<file path="config.mk">
export PLATFORM = sky130hd
export DESIGN_NAME = fuse_lock_filter
export DESIGN_NICKNAME = d
export VERILOG_FILES = /design/src/rtl/fuse_lock_pkg.sv /design/src/rtl/fuse_lock_bitmap.sv /design/src/rtl/fuse_grant_map.sv /design/src/rtl/fuse_lock_filter.sv
export SDC_FILE = /design/constraint.sdc
export NUM_CORES = 1
export LEC_CHECK = 0
export ABC_AREA = 1
export BUFFER_PORTS_ARGS = -buffer_cell sky130_fd_sc_hd__buf_4
export CAP_MARGIN = 0
export CELL_PAD_IN_SITES_DETAIL_PLACEMENT = 1
export CELL_PAD_IN_SITES_GLOBAL_PLACEMENT = 1
export CORE_UTILIZATION = 42
export CTS_CLUSTER_DIAMETER = 60
export DETAILED_ROUTE_END_ITERATION = 8
export PLACE_DENSITY_LB_ADDON = 0.1
export SLEW_MARGIN = 20
export SYNTH_ARGS = -nofsm -noshare
export SYNTH_HDL_FRONTEND = slang
export SYNTH_SLANG_ARGS = --single-unit
</file>
<file path="constraint.sdc">
create_clock -name clk -period 4.65 [get_ports clk]
set_input_delay 0.465 -clock clk [delete_from_list [all_inputs] [get_ports clk]]
set_output_delay 0.465 -clock clk [all_outputs]
set_load 0.03 [all_outputs]
</file>
<file path="src/rtl/fuse_lock_pkg.sv">
package fuse_lock_pkg;

    localparam int REG_AW    = 12;
    localparam int REG_DW    = 32;
    localparam int NUM_KINDS = 4;
    localparam int BANK_BITS = 32;

    typedef enum logic [1:0] {
        LK_PERM = 2'd0,
        LK_PROG = 2'd1,
        LK_SHW  = 2'd2,
        LK_SHR  = 2'd3
    } lock_kind_e;

    typedef enum logic {
        GM_OPEN   = 1'b0,
        GM_FROZEN = 1'b1
    } gmap_state_e;

    localparam logic [31:0] GLOCK_OFS  = 32'h010;
    localparam logic [31:0] GRANT_OFS  = 32'h0C0;
    localparam logic [31:0] GLOCK_MASK = 32'h0000_0015;

    function automatic logic [31:0] kind_base(input int k);
        case (k)
            0:       return 32'h04C;
            1:       return 32'h064;
            2:       return 32'h07C;
            default: return 32'h094;
        endcase
    endfunction

    function automatic logic glock_legal(input logic [31:0] v);
        return (v == 32'h01) || (v == 32'h04) || (v == 32'h10);
    endfunction

endpackage

</file>
<file path="src/rtl/fuse_lock_bitmap.sv">
module fuse_lock_bitmap #(
    parameter int NBITS  = 96,
    parameter int BANK_W = 3,
    parameter int IDX_W  = 8
) (
    input  logic              clk,
    input  logic              rst_n,
    input  logic              set_en,
    input  logic [BANK_W-1:0] set_bank,
    input  logic [31:0]       set_mask,
    input  logic [BANK_W-1:0] rd_bank,
    output logic [31:0]       rd_word,
    input  logic [IDX_W-1:0]  bit_idx,
    output logic              bit_val
);
    localparam int NBANK = (NBITS + 31) / 32;
    localparam int TOT   = NBANK * 32;

    function automatic logic [TOT-1:0] valid_mask();
        logic [TOT-1:0] v;
        for (int i = 0; i < TOT; i++) v[i] = (i < NBITS);
        return v;
    endfunction

    localparam logic [TOT-1:0] VALID = valid_mask();

    logic [TOT-1:0] bits_q;
    logic [TOT-1:0] set_vec;

    always_comb begin
        set_vec = '0;
        if (set_en && (32'(set_bank) < NBANK))
            set_vec = (TOT'(set_mask) << {set_bank, 5'b0}) & VALID;
    end

    always_ff @(posedge clk) begin
        if (!rst_n) bits_q <= '0;
        else        bits_q <= bits_q | set_vec;
    end

    always_comb begin
        rd_word = '0;
        if (32'(rd_bank) < NBANK) rd_word = 32'(bits_q >> {rd_bank, 5'b0});
        bit_val = |(bits_q & (TOT'(1) << bit_idx));
    end

endmodule

</file>
<file path="src/rtl/fuse_grant_map.sv">
module fuse_grant_map
    import fuse_lock_pkg::*;
#(
    parameter int NBITS  = 64,
    parameter int BANK_W = 3,
    parameter int IDX_W  = 8
) (
    input  logic              clk,
    input  logic              rst_n,
    input  logic              seal,
    input  logic              cfg_wr,
    input  logic [BANK_W-1:0] cfg_bank,
    input  logic [31:0]       cfg_mask,
    output logic              cfg_open,
    output logic              frozen,
    input  logic [BANK_W-1:0] rd_bank,
    output logic [31:0]       rd_word,
    input  logic [IDX_W-1:0]  bit_idx,
    output logic              bit_val
);
    gmap_state_e st_q, st_d;

    always_ff @(posedge clk) begin
        if (!rst_n) st_q <= GM_OPEN;
        else        st_q <= st_d;
    end

    always_comb begin
        st_d = st_q;
        unique case (st_q)
            GM_OPEN:   if (seal) st_d = GM_FROZEN;
            GM_FROZEN: st_d = GM_FROZEN;
        endcase
    end

    always_comb begin
        cfg_open = (st_q == GM_OPEN);
        frozen   = (st_q == GM_FROZEN);
    end

    fuse_lock_bitmap #(.NBITS(NBITS), .BANK_W(BANK_W), .IDX_W(IDX_W)) u_bits (
        .clk      (clk),
        .rst_n    (rst_n),
        .set_en   (cfg_wr && cfg_open),
        .set_bank (cfg_bank),
        .set_mask (cfg_mask),
        .rd_bank  (rd_bank),
        .rd_word  (rd_word),
        .bit_idx  (bit_idx),
        .bit_val  (bit_val)
    );

endmodule

</file>
<file path="src/rtl/fuse_lock_filter.sv">
module fuse_lock_filter
    import fuse_lock_pkg::*;
#(
    parameter int NUM_WORDS  = 96,
    parameter int UPPER_BASE = 32,
    parameter int IDX_W      = 8
) (
    input  logic              clk,
    input  logic              rst_n,
    input  logic              reg_wr,
    input  logic              reg_rd,
    input  logic              reg_secure,
    input  logic [11:0]       reg_addr,
    input  logic [31:0]       reg_wdata,
    output logic              reg_rsp,
    output logic [31:0]       reg_rdata,
    output logic              reg_err,
    input  logic              grant_lock,
    input  logic              q_req,
    input  logic [IDX_W-1:0]  q_idx,
    input  logic [1:0]        q_kind,
    input  logic              q_secure,
    output logic              q_rsp_valid,
    output logic              q_locked,
    output logic              q_grant,
    output logic              q_err
);
    localparam int GW     = NUM_WORDS - UPPER_BASE;
    localparam int NBANK  = (NUM_WORDS + 31) / 32;
    localparam int GBANK  = (GW + 31) / 32;
    localparam int MAXB   = (NBANK > GBANK) ? NBANK : GBANK;
    localparam int BANK_W = $clog2(MAXB + 1);
    localparam logic [31:0] NW_U = 32'(NUM_WORDS);
    localparam logic [31:0] UB_U = 32'(UPPER_BASE);

    logic [31:0]          addr32;
    logic [NUM_KINDS-1:0] kind_hit;
    logic                 glock_hit, grant_hit;
    logic [BANK_W-1:0]    bank_sel, gbank_sel;
    logic [31:0]          kind_words [NUM_KINDS];
    logic [NUM_KINDS-1:0] kind_bits;
    logic [31:0]          grant_word;
    logic                 grant_bit, grant_open, gm_frozen;
    logic [31:0]          glock_q;
    logic                 req, acc_err, glock_ok;
    logic [31:0]          rd_mux;

    assign addr32 = 32'(reg_addr);
    assign req    = reg_wr || reg_rd;

    // Address decode: one kind window, the grant window or the global lock.
    always_comb begin
        kind_hit  = '0;
        bank_sel  = '0;
        gbank_sel = '0;
        grant_hit = 1'b0;
        glock_hit = (addr32 == GLOCK_OFS);
        for (int k = 0; k < NUM_KINDS; k++) begin
            if ((addr32[1:0] == 2'b00) && (addr32 >= kind_base(k)) &&
                (addr32 < kind_base(k) + 32'(4 * NBANK))) begin
                kind_hit[k] = 1'b1;
                bank_sel    = BANK_W'((addr32 - kind_base(k)) >> 2);
            end
        end
        if ((addr32[1:0] == 2'b00) && (addr32 >= GRANT_OFS) &&
            (addr32 < GRANT_OFS + 32'(4 * GBANK))) begin
            grant_hit = 1'b1;
            gbank_sel = BANK_W'((addr32 - GRANT_OFS) >> 2);
        end
    end

    for (genvar k = 0; k < NUM_KINDS; k++) begin : gen_kind
        fuse_lock_bitmap #(.NBITS(NUM_WORDS), .BANK_W(BANK_W), .IDX_W(IDX_W)) u_map (
            .clk      (clk),
            .rst_n    (rst_n),
            .set_en   (reg_wr && kind_hit[k]),
            .set_bank (bank_sel),
            .set_mask (reg_wdata),
            .rd_bank  (bank_sel),
            .rd_word  (kind_words[k]),
            .bit_idx  (q_idx),
            .bit_val  (kind_bits[k])
        );
    end

    fuse_grant_map #(.NBITS(GW), .BANK_W(BANK_W), .IDX_W(IDX_W)) u_grant (
        .clk      (clk),
        .rst_n    (rst_n),
        .seal     (grant_lock),
        .cfg_wr   (reg_wr && grant_hit && reg_secure),
        .cfg_bank (gbank_sel),
        .cfg_mask (reg_wdata),
        .cfg_open (grant_open),
        .frozen   (gm_frozen),
        .rd_bank  (gbank_sel),
        .rd_word  (grant_word),
        .bit_idx  (q_idx - IDX_W'(UPPER_BASE)),
        .bit_val  (grant_bit)
    );

    assign glock_ok = glock_legal(reg_wdata);

    always_ff @(posedge clk) begin
        if (!rst_n) glock_q <= '0;
        else if (reg_wr && glock_hit && glock_ok)
            glock_q <= glock_q | (reg_wdata & GLOCK_MASK);
    end

    always_comb begin
        acc_err = !(|kind_hit || glock_hit || grant_hit);
        if (reg_wr && glock_hit && !glock_ok) acc_err = 1'b1;
        if (reg_wr && grant_hit && !(reg_secure && grant_open)) acc_err = 1'b1;
        rd_mux = '0;
        for (int k = 0; k < NUM_KINDS; k++)
            if (kind_hit[k]) rd_mux = kind_words[k];
        if (glock_hit) rd_mux = glock_q;
        if (grant_hit) rd_mux = grant_word;
    end

    always_ff @(posedge clk) begin
        if (!rst_n) begin
            reg_rsp   <= 1'b0;
            reg_err   <= 1'b0;
            reg_rdata <= '0;
        end else begin
            reg_rsp   <= req;
            reg_err   <= req && acc_err;
            reg_rdata <= (reg_rd && !reg_wr && !acc_err) ? rd_mux : '0;
        end
    end

    // Query pipeline: one register stage.
    logic q_in_range, q_lower;
    assign q_in_range = (32'(q_idx) < NW_U);
    assign q_lower    = (32'(q_idx) < UB_U);

    always_ff @(posedge clk) begin
        if (!rst_n) begin
            q_rsp_valid <= 1'b0;
            q_locked    <= 1'b0;
            q_grant     <= 1'b0;
            q_err       <= 1'b0;
        end else begin
            q_rsp_valid <= q_req;
            if (q_req) begin
                q_err    <= !q_in_range;
                q_locked <= q_in_range && kind_bits[q_kind];
                q_grant  <= q_in_range && (q_secure || q_lower || grant_bit);
            end
        end
    end

endmodule

</file>
Word-level counts from Yosys, hierarchy flattened --
Index checks and enable logic that the tools add are counted.
Word-level totals: bits in registers 519, logic and storage cells 149
Cells by class: reduce and logical (&&, ||, !) cells 53, $add $sub $neg 6, shift operators 9, equality and inequality tests 4, bitwise gates (word level) 12, order comparisons 15, mux-type cells 36
Operator list (number):
- AND 96 bit | 4
- 2-to-1 mux 96 bit | 4
- OR 96 bit | 4
- OR reduction 96 bit | 4
- right shift 96 x 7 -> 32 bit | 4
- 2-to-1 mux 32 bit | 11
- << shifter 1 x 8 -> 96 bit, first input constant | 1
- << shifter 32 x 7 -> 96 bit | 1
- AND 64 bit | 1
- 2-to-1 mux 64 bit | 1
- OR 64 bit | 1
- OR reduction 64 bit | 1
- << shifter 1 x 8 -> 64 bit, first input constant | 1
- << shifter 32 x 7 -> 64 bit | 1
- right shift 64 x 7 -> 32 bit | 1
- >= comparator 12 x 7 -> 1 bit, second input constant | 3
- less-than comparator 12 x 8 -> 1 bit, second input constant | 3
- == test 32 x 1 -> 1 bit, second input constant | 1
- == test 32 x 3 -> 1 bit, second input constant | 1
- == test 32 x 5 -> 1 bit, second input constant | 1
- logical AND 1 bit | 32
- OR 32 x 5 -> 32 bit | 1
- >= comparator 12 x 8 -> 1 bit, second input constant | 2
- less-than comparator 12 x 7 -> 1 bit, second input constant | 2
- 19 further kinds | 49

Longest topological paths before layout --
depth after elaboration 17, gate-level depth with buffers 20, gate-level depth less buffers 17

Cells and area by module --
Synthesis repeated with hierarchy kept, for this count alone.
Second synthesis, totals: cell total of the unflattened synthesis 4187, area, all modules 27159.8 µm²
By module, submodules not included:
- fuse_lock_bitmap (gen_kind[0].u_map ...) | cells each 789, instances 4, area an instance 5165.0 µm²
- fuse_lock_bitmap (u_grant.u_bits) | cells each 495, instances 1, area an instance 3311.9 µm²
- fuse_lock_filter | cells each 529, instances 1, area an instance 3145.5 µm²
- fuse_grant_map | cells each 7, instances 1, area an instance 42.5 µm²

Worst setup path after synthesis --
OpenSTA, ideal clock, no wires.
path kind input to register, from in reg_addr[2], to reg reg_rdata[21], library setup time 0.132 ns, required time 4.518 ns, cell stages on the path 13, slack 1.577 ns, data arrival time 2.940 ns, path through inv_1 clkbuf_1 clkbuf_1 ha_1 inv_1 o211ai_2 nand4_4 o311ai_0 inv_1 nand2_1 buf_2 buf_1 a21oi_1
On the way: word-level cells in the longest chain between the ends 15
RTL lines:
- from (decl) | RTL line fuse_lock_filter.sv:13 | input logic [11:0] reg_addr,
- >= comparator 12 x 7 -> 1 bit | RTL line fuse_lock_filter.sv:59 | if ((addr32[1:0] == 2'b00) && (addr32 >= kind_base(k)) &&
- logical AND 1 bit (2 in series) | RTL line fuse_lock_filter.sv:59
- 2-to-1 mux 2 bit (4 in series) | RTL line fuse_lock_filter.sv:59
- right shift 96 x 7 -> 32 bit or less-than comparator 2 bit (tied branches) | RTL line fuse_lock_bitmap.sv:43 | if (32'(rd_bank) < NBANK) rd_word = 32'(bits_q >> {rd_bank, 5'b0});
- 2-to-1 mux 32 bit | RTL line fuse_lock_bitmap.sv:43
- 2-to-1 mux 32 bit (4 in series) | RTL line fuse_lock_filter.sv:115 | if (kind_hit[k]) rd_mux = kind_words[k];
- 2-to-1 mux 32 bit | RTL line fuse_lock_filter.sv:116 | if (glock_hit) rd_mux = glock_q;
- 2-to-1 mux 32 bit | RTL line fuse_lock_filter.sv:117 | if (grant_hit) rd_mux = grant_word;
- to (signal assigned) | RTL line fuse_lock_filter.sv:128 | reg_rdata <= (reg_rd && !reg_wr && !acc_err) ? rd_mux : '0;
- to (decl) | RTL line fuse_lock_filter.sv:16 | output logic [31:0] reg_rdata,
Several ways; a longest one is shown, not always the timed one. A chain may end at the register's enable or synchronous reset.

Final worst setup path --
from in reg_addr[9], to reg gen_kind[3].u_map.bits_q[79]
On the way: word-level cells in the longest chain between the ends 11
RTL lines:
- parallel branches: the longest is 9 deep, another holds >= comparator 12 x 7 -> 1 bit
- 2-to-1 mux 96 bit (*) | RTL line fuse_lock_bitmap.sv:32 | if (set_en && (32'(set_bank) < NBANK))
- OR 96 bit (*) | RTL line fuse_lock_bitmap.sv:38 | else bits_q <= bits_q | set_vec;
- to (signal assigned) | RTL line fuse_lock_bitmap.sv:38
- to (decl) | RTL line fuse_lock_bitmap.sv:27 | logic [TOT-1:0] bits_q;
Every way passes the cells marked *.

==> implementation parameters <==
Parameter                              Value

Yosys
  Post-synthesis cell count ... 4,134
  Top post-synthesis cells by area ... sky130_fd_sc_hd__dfxtp_1 (38%), sky130_fd_sc_hd__nand2_1 (15%), sky130_fd_sc_hd__a21oi_1 (11%), sky130_fd_sc_hd__nand3_1 (10%), sky130_fd_sc_hd__nor2_1 (7.1%)
  Most area-hungry cell type in the Yosys netlist ... sky130_fd_sc_hd__dfxtp_1
  Total number of yosys warnings ... 0
  Number of synthesized flops with an enable pin ... 0
  Area fraction of the dominant cell type after synthesis ... 38.0%
  Total nets after synthesis ... 4,201
  Part of the Yosys area used for sequential elements ... 38.0%
  Synthesized area per cell ... 6.25 µm²
  Async set-reset flop share out of synthesis ... 0%
  Synth unique cells ... 38
  Total standard cell area after synthesis ... 25,800 µm²
  Flip-flop and latch count after synthesis ... 490
  Dominant synthesized flop cell ... sky130_fd_sc_hd__dfxtp_1

Power
  Leakage component of the power ... 12.4 nW
  Design Power ... 9.83 mW
  Worst vdd ir ... 0.304 mV
  Power density of the placed cells ... 336 nW/µm²

Job
  MaxCap Viol Count ... 0

Worst setup path
  Delay-heaviest family, CP ... simple AND/OR/NAND/NOR gates
  Biggest fanout along the worst timing path ... 57
  Worst path max stage delay ... 0.41 ns
  Kind of start point of the critical path ... primary input
  Library cell appearing most often on the critical path ... sky130_fd_sc_hd__nand2_1
  Worst Path Arrival ... 3.86 ns
  Cell count along the critical path ... 14
  Path depth of the worst reg2reg path ... 10
  CP Capture Type ... flip-flop
  Buffer and inverter count on the worst path ... 4
  Cell with the largest stage delay on the worst path ... sky130_fd_sc_hd__inv_2
  Critical Path RT ... 5.18 ns
  Critical Path, Cell by Cell ... buf_4, nor2_2, nand2_1, nor2_2, nand3_1, nand3_1, nand2_8, inv_2, buf_12, nand2_1, buf_4, nor2_1, nand2_1, a21oi_1
  Setup CP Type ... in2reg

Floorplanning
  Area of the placeable core ... 60,600 µm²
  I/O Pins ... 100
  Effective utilization at floorplan ... 42.6%
  Site Rows ... 90
  Die Outline Area ... 62,500 µm²
  Die W ... 250 µm
  Die Y-Extent ... 250 µm

Timing
  Total count of max-transition violations in the final report ... 0
  Worst-margin pin slew ... 1.17 ns
  Total negative slack ... 0 ns
  Final clock skew ... 0.0392 ns
  Fmax achieved ... 300 MHz
  Final hold vios ... 0
  RSZ-0062 raised after global routing ... false
  Final setup fails ... 0
  Minimum period implied by the final worst setup slack ... 3.33 ns
  Worst setup margin ... 1.32 ns
  Share of the clock period used by the worst path after layout ... 71.7%
  Worst rel slew slack ... 22.1%

Route
  Average wire length per cell after detail routing ... 29.5 µm
  Via count ... 30,600
  Average vias per placed instance ... 6.20
  Number of DRC markers after the initial detailed-route iteration ... 3,992
  Number of remaining DRC errors ... 0
  Detailed-router iteration count before antenna repair ... 5
  Routed WL ... 146,000 µm
  Number of routed nets with antenna violations ... 0

Cells and area
  Number of inserted filler cells in the final layout ... 8,222
  Finished Layout Cells ... 4,940
  Final Net Count ... 4,175
  Fraction of final layout cells with drive strength greater than 1 ... 7.84%
  Final std cell area, no fill ... 29,300 µm²
  Layout area overhead ... 13.4%

Clock network
  Buffer cell driving the clock tree root ... sky130_fd_sc_hd__clkbuf_16
  Clock Tree Buf Depth ... 3
  TritonCTS clock tree ... yes
  Setup Fix Bufs, Post-CTS ... 0
  Depth of the CTS H-tree ... 2
  Clock Sinks ... 490
  Clock-pin transition on the worst setup and hold timing paths ... 0.06 ns
  Cts repair resizes ... 0
  Quantity of hold-fixing buffers added after cts ... 0
  Number of buffers created by CTS ... 59
  Insertion delay to the later sink of the worst-skew pair ... 0.66 ns

Placement
  Worst slack at placement ... 0.783 ns
  Routability Congestion ... 1.04
  Placed standard-cell area ... 27,300 µm²
  Cell total after placement ... 4,829
  Estimated wirelength of the detail-placed design ... 101,000 µm
  Count of buffers inserted at the top-level ports ... 99

GRT
  GRT Util Overall ... 45.6%
  Final global-route overflow total ... 0
  Pin count of the biggest net entering global routing ... 187
  Global-route wire length before repair ... 208,000 µm
  Via count of the first global-routing pass ... 29,300
  Antenna violations before repair ... 8

Hold path
  Type of the tightest min-delay check ... in2reg
  Min-Delay Path Depth ... 3

Status
  Run status ... completed
[flip-flops by register name, indices dropped and copies added (netlist names)]
signal	cells
q_err	1
q_locked	1
gen_kind.u_map.bits_q	384
reg_rsp	1
u_grant.u_bits.bits_q	64
q_rsp_valid	1
q_grant	1
reg_err	1
u_grant.frozen	1
glock_q	3
reg_rdata	32
[synthesized netlist by cell type (5+ instances only)]
cell type and number:
sky130_fd_sc_hd__buf_1 33, sky130_fd_sc_hd__ha_1 5, sky130_fd_sc_hd__clkinv_1 6, sky130_fd_sc_hd__nor2_2 7, sky130_fd_sc_hd__a31oi_1 47, sky130_fd_sc_hd__clkbuf_1 170, sky130_fd_sc_hd__nand4_1 65, sky130_fd_sc_hd__nand2_1 1027
sky130_fd_sc_hd__nand3_1 534, sky130_fd_sc_hd__buf_6 5, sky130_fd_sc_hd__a21oi_1 544, sky130_fd_sc_hd__o22ai_1 6, sky130_fd_sc_hd__nor3_1 55, sky130_fd_sc_hd__buf_2 63, sky130_fd_sc_hd__nor4_1 7, sky130_fd_sc_hd__dfxtp_1 490
sky130_fd_sc_hd__o21ai_0 119, sky130_fd_sc_hd__inv_1 385, sky130_fd_sc_hd__o211ai_1 37, sky130_fd_sc_hd__nor2_1 490, sky130_fd_sc_hd__inv_2 12
[cells in the final DEF, fill, tap and decap left out, types with 16 or more instances in the layout]
master,n
sky130_fd_sc_hd__inv_1,384
sky130_fd_sc_hd__o21ai_0,119
sky130_fd_sc_hd__clkbuf_16,59
sky130_fd_sc_hd__nand4_1,65
sky130_fd_sc_hd__nand3_1,532
sky130_fd_sc_hd__buf_12,16
sky130_fd_sc_hd__a31oi_1,47
sky130_fd_sc_hd__dfxtp_1,490
sky130_fd_sc_hd__o211ai_1,37
sky130_fd_sc_hd__buf_4,168
sky130_fd_sc_hd__nor2_1,487
sky130_fd_sc_hd__nand2_1,1027
sky130_fd_sc_hd__a21oi_1,544
sky130_fd_sc_hd__nor3_1,55
[kinds of logic after synthesis]
| family | synth area share (%) |
|---|---|
| compound gates | 15.5 |
| xor+xnor | 0.0678 |
| fa+ha+maj | 0.242 |
| buf+inv | 10.2 |
| flops | 38.0 |
| simple gates | 35.9 |
[worst min-delay path, delay by kind of cell]
family | cells | cell delay, ns
buffers and inverters | 1 | 0.08
and+or+nand+nor | 2 | 0.10
[final cells by class]
| class | count | area, µm² | share of cell area [%] |
|---|---|---|---|
| antenna | 2 | 5.00 | 0.0171 |
| clock buffer | 84 | 1700 | 5.80 |
| clock inverter | 25 | 262 | 0.892 |
| inverter | 403 | 1520 | 5.19 |
| multi-input combinational | 2970 | 13400 | 45.9 |
| sequential | 490 | 9810 | 33.5 |
| tap | 782 | 978 | 3.34 |
| timing repair buffer | 184 | 1580 | 5.40 |
[through the flow]
step / utilization (%) / hold slack (ns)
2_1_floorplan: - / 0.430
3_3_place_gp: 45.1 / 0.441
3_5_place_dp: 45.1 / 0.443
4_1_cts: 48.4 / 0.0349
5_1_grt: 48.4 / 0.0758
6_report: 48.4 / 0.0531
[worst paths after layout]
kind	slack, ns	from	end
worst max-delay path	1.32	reg_addr[9]	gen_kind[3].u_map.bits_q[79]
worst min-delay path	0.05	grant_lock	u_grant.frozen
worst max register to register	2.54	gen_kind[2].u_map.bits_q[59]	q_locked
worst min register to register	0.45	glock_q[2]	glock_q[2]
[per-layer routing]
layer,track usage [%],vias to the layer above,part of all wire [%]
met5,0,-,0.058
met4,24.0,12,6.1
met3,12.7,418,12
met2,67.8,1844,42
met1,60.0,14900,40
li1,-,13400,-
[power by group]
group          total (mW)  leakage (nW)  internal [mW]  switching (mW)
sequential           4.21          3.95           4.20         0.00427
clock                4.78         0.978           2.77            2.02
combinational       0.841          7.48          0.168           0.672
Note: power is estimated with default switching activity, not from simulation.
